## config.mk

```make
export PLATFORM = sky130hd
export DESIGN_NAME = dual_adc_reader
export DESIGN_NICKNAME = d
export VERILOG_FILES = /design/src/rtl/adc_rd_pkg.sv /design/src/rtl/adc_sclk_gen.sv /design/src/rtl/adc_bit_capture.sv /design/src/rtl/dual_adc_reader.sv
export SDC_FILE = /design/constraint.sdc
export NUM_CORES = 1
export LEC_CHECK = 0
export BUFFER_PORTS_ARGS = -buffer_cell sky130_fd_sc_hd__buf_2
export CAP_MARGIN = 15
export CORE_MARGIN = 4
export CORE_UTILIZATION = 58
export CTS_CLUSTER_DIAMETER = 30
export DETAILED_ROUTE_END_ITERATION = 6
export PLACE_DENSITY = 0.79
export REMOVE_ABC_BUFFERS = 1
export SYNTH_ARGS = -nofsm -noshare
export SYNTH_HDL_FRONTEND = slang
export SYNTH_HIERARCHICAL = 1
export SYNTH_SLANG_ARGS = --single-unit
```

## constraint.sdc

```tcl
create_clock -name clk -period 3.59 [get_ports clk]
set_input_delay 0.1795 -clock clk [delete_from_list [all_inputs] [get_ports clk]]
set_output_delay 0.1795 -clock clk [all_outputs]
set_load 0.02 [all_outputs]
```

## src/rtl/adc_rd_pkg.sv

```systemverilog
package adc_rd_pkg;

    typedef enum logic [2:0] {
        ST_IDLE,
        ST_SETUP,
        ST_SHIFT,
        ST_FINISH,
        ST_QUIET
    } rd_state_t;

    // number of framing zeros ahead of each result word
    localparam int LEAD_ZEROS = 2;

endpackage

```

## src/rtl/adc_sclk_gen.sv

```systemverilog
module adc_sclk_gen #(
    parameter int DIV_HALF = 2
) (
    input  logic clk,
    input  logic rst_n,
    input  logic active,
    input  logic shifting,
    output logic sclk,
    output logic setup_tick,
    output logic rise_tick
);
    localparam int DW = $clog2(DIV_HALF + 1);
    localparam logic [DW-1:0] HMAX = DW'(DIV_HALF - 1);

    logic [DW-1:0] hcnt;
    logic          sclk_q;
    logic          half_tick;

    assign half_tick = active && (hcnt == HMAX);

    always_ff @(posedge clk or negedge rst_n) begin
        if (!rst_n) begin
            hcnt <= '0;
        end else if (!active || half_tick) begin
            hcnt <= '0;
        end else begin
            hcnt <= hcnt + 1'b1;
        end
    end

    always_ff @(posedge clk or negedge rst_n) begin
        if (!rst_n) begin
            sclk_q <= 1'b1;
        end else if (!active) begin
            sclk_q <= 1'b1;
        end else if (half_tick) begin
            sclk_q <= ~sclk_q;
        end
    end

    assign sclk       = sclk_q;
    assign setup_tick = half_tick && !shifting;
    assign rise_tick  = half_tick && shifting && !sclk_q;

    // the clock only moves while the link is active
    a_r2_sclk_still_idle: assert property (@(posedge clk) disable iff (!rst_n)
        (!active && !$past(active)) |-> $stable(sclk_q));

endmodule

```

## src/rtl/adc_bit_capture.sv

```systemverilog
module adc_bit_capture #(
    parameter int RES_W = 12
) (
    input  logic             clk,
    input  logic             rst_n,
    input  logic             clear,
    input  logic             rise_tick,
    input  logic             sdata,
    input  logic             len16,
    input  logic             dual,
    output logic             last_edge,
    output logic [RES_W-1:0] word_a,
    output logic [RES_W-1:0] word_b
);
    import adc_rd_pkg::*;

    localparam int SEG_S = RES_W + LEAD_ZEROS;
    localparam int SEG_L = RES_W + 2 * LEAD_ZEROS;
    localparam int CW    = $clog2(2 * SEG_L + 1);
    localparam logic [CW-1:0] FIRST_POS = CW'(LEAD_ZEROS);
    localparam logic [CW-1:0] LAST_POS  = CW'(RES_W + LEAD_ZEROS - 1);

    logic [CW-1:0]    rcnt;
    logic [CW-1:0]    rnext;
    logic [CW-1:0]    seg_len;
    logic [CW-1:0]    nclk;
    logic [CW-1:0]    pos;
    logic             in_b;
    logic             take;
    logic [RES_W-1:0] sh_a;
    logic [RES_W-1:0] sh_b;

    always_comb begin
        seg_len = len16 ? CW'(SEG_L) : CW'(SEG_S);
        nclk    = dual ? CW'(seg_len << 1) : seg_len;
        rnext   = rcnt + 1'b1;
        in_b    = rnext > seg_len;
        pos     = in_b ? (rnext - seg_len) : rnext;
        take    = (pos >= FIRST_POS) && (pos <= LAST_POS);
    end

    assign last_edge = rise_tick && (rnext == nclk);

    always_ff @(posedge clk or negedge rst_n) begin
        if (!rst_n) begin
            rcnt <= '0;
            sh_a <= '0;
            sh_b <= '0;
        end else if (clear) begin
            rcnt <= '0;
        end else if (rise_tick) begin
            rcnt <= rnext;
            if (take && !in_b) begin
                sh_a <= {sh_a[RES_W-2:0], sdata};
            end
            if (take && in_b) begin
                sh_b <= {sh_b[RES_W-2:0], sdata};
            end
        end
    end

    assign word_a = sh_a;
    assign word_b = sh_b;

    // the edge counter never runs past the longest frame
    a_r3_count_bound: assert property (@(posedge clk) disable iff (!rst_n)
        rcnt <= CW'(2 * SEG_L));

endmodule

```

## src/rtl/dual_adc_reader.sv

```systemverilog
module dual_adc_reader #(
    parameter int DIV_HALF  = 2,
    parameter int QUIET_CYC = 8,
    parameter int RES_W     = 12
) (
    input  logic             clk,
    input  logic             rst_n,
    input  logic             start,
    input  logic             len16,
    input  logic             dual,
    input  logic             sdata,
    output logic             cs_n,
    output logic             sclk,
    output logic             busy,
    output logic             done,
    output logic [RES_W-1:0] result_a,
    output logic [RES_W-1:0] result_b
);
    import adc_rd_pkg::*;

    localparam int QW = $clog2(QUIET_CYC + 1);
    localparam logic [QW-1:0] QMAX = QW'(QUIET_CYC - 1);
    localparam int FW = $clog2(4 * (RES_W + 2 * LEAD_ZEROS) + 1);

    rd_state_t        state_q, state_d;
    logic [QW-1:0]    qcnt;
    logic             len16_q, dual_q;
    logic             setup_tick, rise_tick, last_edge;
    logic             link_on, shifting;
    logic [RES_W-1:0] word_a, word_b;

    assign link_on  = (state_q == ST_SETUP) || (state_q == ST_SHIFT);
    assign shifting = (state_q == ST_SHIFT);

    adc_sclk_gen #(.DIV_HALF(DIV_HALF)) u_sclk (
        .clk        (clk),
        .rst_n      (rst_n),
        .active     (link_on),
        .shifting   (shifting),
        .sclk       (sclk),
        .setup_tick (setup_tick),
        .rise_tick  (rise_tick)
    );

    adc_bit_capture #(.RES_W(RES_W)) u_cap (
        .clk       (clk),
        .rst_n     (rst_n),
        .clear     (state_q == ST_IDLE),
        .rise_tick (rise_tick),
        .sdata     (sdata),
        .len16     (len16_q),
        .dual      (dual_q),
        .last_edge (last_edge),
        .word_a    (word_a),
        .word_b    (word_b)
    );

    // next-state logic
    always_comb begin
        state_d = state_q;
        unique case (state_q)
            ST_IDLE:   if (start) state_d = ST_SETUP;
            ST_SETUP:  if (setup_tick) state_d = ST_SHIFT;
            ST_SHIFT:  if (last_edge) state_d = ST_FINISH;
            ST_FINISH: state_d = ST_QUIET;
            ST_QUIET:  if (qcnt == QMAX) state_d = ST_IDLE;
            default:   state_d = ST_IDLE;
        endcase
    end

    // state register
    always_ff @(posedge clk or negedge rst_n) begin
        if (!rst_n) begin
            state_q <= ST_IDLE;
        end else begin
            state_q <= state_d;
        end
    end

    // datapath registers: modes, quiet counter, results
    always_ff @(posedge clk or negedge rst_n) begin
        if (!rst_n) begin
            len16_q  <= 1'b0;
            dual_q   <= 1'b0;
            qcnt     <= '0;
            result_a <= '0;
            result_b <= '0;
        end else begin
            if (state_q == ST_IDLE && start) begin
                len16_q <= len16;
                dual_q  <= dual;
            end
            if (state_q == ST_QUIET) begin
                qcnt <= qcnt + 1'b1;
            end else begin
                qcnt <= '0;
            end
            if (shifting && last_edge) begin
                result_a <= word_a;
                if (dual_q) begin
                    result_b <= word_b;
                end
            end
        end
    end

    // outputs
    always_comb begin
        cs_n = !link_on;
        busy = link_on;
        done = (state_q == ST_FINISH);
    end

    // ---------------- checks ----------------
    logic          sclk_d;
    logic [FW-1:0] fall_cnt;
    logic [QW:0]   high_cnt;

    always_ff @(posedge clk or negedge rst_n) begin
        if (!rst_n) begin
            sclk_d   <= 1'b1;
            fall_cnt <= '0;
            high_cnt <= (QW+1)'(QUIET_CYC);
        end else begin
            sclk_d <= sclk;
            if (cs_n) begin
                fall_cnt <= '0;
            end else if (sclk_d && !sclk) begin
                fall_cnt <= fall_cnt + 1'b1;
            end
            if (!cs_n) begin
                high_cnt <= '0;
            end else if (high_cnt < (QW+1)'(QUIET_CYC)) begin
                high_cnt <= high_cnt + 1'b1;
            end
        end
    end

    a_r2_sclk_high_when_off: assert property (@(posedge clk) disable iff (!rst_n)
        cs_n |-> sclk);

    a_r2_no_edge_at_select: assert property (@(posedge clk) disable iff (!rst_n)
        $fell(cs_n) |-> (sclk && $past(sclk)));

    a_r3_edge_count: assert property (@(posedge clk) disable iff (!rst_n)
        $rose(cs_n) |-> (fall_cnt == FW'((len16_q ? RES_W + 4 : RES_W + 2) * (dual_q ? 2 : 1))));

    a_r7_done_pulse: assert property (@(posedge clk) disable iff (!rst_n)
        done |=> !done);

    a_r7_done_after_select: assert property (@(posedge clk) disable iff (!rst_n)
        done |-> (cs_n && $past(!cs_n)));

    a_r9_quiet_gap: assert property (@(posedge clk) disable iff (!rst_n)
        $fell(cs_n) |-> (high_cnt >= (QW+1)'(QUIET_CYC)));

    a_r10_modes_held: assert property (@(posedge clk) disable iff (!rst_n)
        (busy && $past(busy)) |-> ($stable(len16_q) && $stable(dual_q)));

endmodule

```

==> results.tsv <==
metric	value	unit
Final min period	3060	ps
Max VDD drop	0.247	mV
Mapped Cells	235	
PnR worst setup slack	530	ps
outcome	finished with violations	
slew margin rel.	33.9	%
kind of critical path	reg2reg	
peak fanout along the critical path	12	
CTS clk-pin slew, worst paths	80	ps
CTS max path bufs	2	
Reg2Reg Depth	8	
final RePlAce weighted congestion	0.843	
initial antenna violation count	0	
CP endpoint	u_cap/word_a[8]	
R2R Setup Slk	530	ps
failing checks	hold timing	
post-CTS sizing	0	
Post-synth EDFFs	0	
pwr/cell area	398	nW/µm²
worst slack, placed	537	ps
Final Setup Violations	0	
TritonCTS Sinks	66	
initial core utilization	61.1	%
CTS H-tree lvls	3	
die height	82.1	µm
Vias	1905	
overall power	1.43	mW
Clock Root Buffer	clkbuf_8	
drt first-iter violations	63	
CP Capture Type	flop	
syn avg cell area	13.5	µm²
number of global-route vias before repair	1872	
Die Width	82.1	µm
layout cells sized above 1	41.4	%
CP Data Arrival Time	3280	ps
Worst Tran Pin Value	992	ps
Overall Global Routing Usage	18.8	%
total wire length	5390	µm
layout overhead on the synthesized area	13.0	%
WL per Instance	15.5	µm
hold slack	-3.23	ps
row cnt	26	
total grt overflow	0	
Max Clk Rate	327	MHz
CTS tree	built	
mapped cell area	3180	µm²
sequential area share after synthesis	52.0	%
Clock Skews	9.10	ps
final worst path period share	85.2	%
Ant. Diodes	0	
DIE AREA	6730	µm²
Async SR Flop Fraction	100	%
first-pass iteration count of the detailed router	4	
Worst-Skew Late Latency	340	ps
Final Net Count	289	
# Post-CTS Setup Buffers	0	
# fillers	382	
Final ANT Viol Nets	0	
worst r2r src	state_q[1]	
unrepaired setup endpoints after global routing	false	
vias per cell	5.47	
YS warnings	6	
Setup TNS	0	ps
required time worst endpoint	3810	ps
clock buffer count from CTS	9	
cts hold-fix bufs	0	
I/O pin total	34	
RR Endpoint	u_cap/word_a[8]	
prevailing post-synth register cell	dfrtp_1	
core area	5200	µm²
first-pass GRT wire length	9250	µm
Slew Viols, Final	0	
Leak Pwr	1.90	nW
DRC Markers	0	
Critical Path Start Type	flop	
min-delay worst type	in2async	
largest net degree at the start of global routing	48	
port bufs	33	
endpoints failing hold	2	
Yosys reg bits	66	
max cap viols	0	
dpl hpwl	3880	µm
Synth cell types	45	
crit path from	state_q[1]	
-- cell families (layout without fill, tap and decap cells) --
family | Yosys count | count (layout) | share of synthesized area (%)
multiplexers | 52 | 52 | 21.9
adder cells (fa/ha/maj) | 10 | 10 | 4.17
flip-flops | 66 | 66 | 52.0
XOR/XNOR | 14 | 14 | 3.86
buffers and inverters | 17 | 60 | 3.46
AO/OA/AOI/OAI | 18 | 18 | 4.41
AND/OR/NAND/NOR | 58 | 58 | 10.3
-- per-layer routing --
layer | GRT usage (%) | vias to the layer above | share of wire, %
met5 | 0 | - | 0
met4 | 8.97 | 0 | 2.1
met3 | 4.93 | 13 | 3.4
met2 | 28.4 | 32 | 49
met1 | 25.1 | 953 | 46
li1 | - | 907 | -
-- report_power, final --
part           switching, mW  internal [mW]  total [mW]
Sequential           0.00576          0.750       0.756
Clock                  0.286          0.361       0.647
Combinational         0.0163         0.0113      0.0276
Total                  0.308           1.12        1.43
-- worst min-delay path by stage --
stage | end | cells past startpoint | startpoint
after floorplan | dual_q | 0 | rst_n
after global placement | result_b[6] | 1 | rst_n
after detailed placement | u_cap/word_b[7] | 1 | rst_n
after CTS | result_b[1] | 1 | rst_n
after global routing | u_cap/word_b[7] | 1 | rst_n
final | result_b[6] | 1 | rst_n
-- critical path, stage by stage (launching register included) --
cell and delay [ps]:
dfrtp_1 460, nand2b_1 190, a21oi_1 380, nand2_2 110, nor3b_2 470, nor2b_1 260, nand2_1 80, or4b_4 630
mux2_4 340
-- cell usage after synthesis (2+ instances only) --
cell | count | share of area, %
dfrtp_1 | 65 | 51
mux2_4 | 30 | 14
mux2_2 | 20 | 7.1
nor2_1 | 14 | 1.7
ha_1 | 9 | 3.5
nand2_1 | 8 | 0.94
xor2_1 | 8 | 2.2
inv_1 | 7 | 0.83
nor3_1 | 6 | 0.94
xnor2_1 | 6 | 1.7
buf_6 | 5 | 1.8
nand3_1 | 5 | 0.79
a21oi_1 | 4 | 0.63
and3_1 | 4 | 0.79
nand2_2 | 3 | 0.59
nor2b_1 | 3 | 0.59
and3b_1 | 2 | 0.55
buf_4 | 2 | 0.47
clkbuf_1 | 2 | 0.24
mux2i_1 | 2 | 0.63
nand2b_1 | 2 | 0.39
nand4_1 | 2 | 0.39
o21a_1 | 2 | 0.47
o21ai_0 | 2 | 0.31
or3_1 | 2 | 0.39
-- cells in the final DEF, fill, tap and decap left out, types with 2 or more instances in the layout --
cell,Yosys,layout
or3_1,2,2
inv_1,7,7
clkinvlp_4,0,2
mux2_2,20,20
buf_2,0,33
mux2_4,30,30
o21ai_0,2,2
nor3_1,6,6
and3_1,4,4
mux2i_1,2,2
nor2_1,14,14
o21a_1,2,2
nand2_1,8,8
ha_1,9,9
nand2b_1,2,2
clkinv_4,0,2
nand2_2,3,3
nand4_1,2,2
xor2_1,8,8
xnor2_1,6,6
buf_4,2,4
a21oi_1,4,4
clkbuf_8,0,11
nor2b_1,3,3
dfrtp_1,65,65
nand3_1,5,5
and3b_1,2,2
-- per-stage QoR --
stage	utilization, %	area (µm²)	hold WS [ps]	std cells
2_1_floorplan	-	3100	-116	225
3_3_place_gp	64.9	3380	390	332
3_5_place_dp	64.9	3380	387	332
4_1_cts	69.0	3590	16.9	348
5_1_grt	69.0	3590	65.3	348
6_report	69.0	3590	-3.23	348
-- final cells by class --
| class | instances | area (µm²) | share of cell area [%] |
|---|---|---|---|
| flip-flops and latches | 66 | 1650 | 46.0 |
| multi-input cells | 152 | 1420 | 39.4 |
| repair buffers | 37 | 195 | 5.43 |
| clock buffers | 11 | 151 | 4.21 |
| well taps | 70 | 87.6 | 2.44 |
| clock inverters | 5 | 62.6 | 1.74 |
| inverters | 7 | 26.3 | 0.731 |
-- state kept, by name (all words and copies together) (netlist names) --
register and cells:
u_sclk/sclk 1, u_cap/word_a 12, len16_q 1, u_sclk/hcnt 2, u_cap/rcnt 6, result_a 12
u_cap/word_b 12, state_q 3, dual_q 1, result_b 12, qcnt 4
Note: power is estimated with default switching activity, not from simulation.
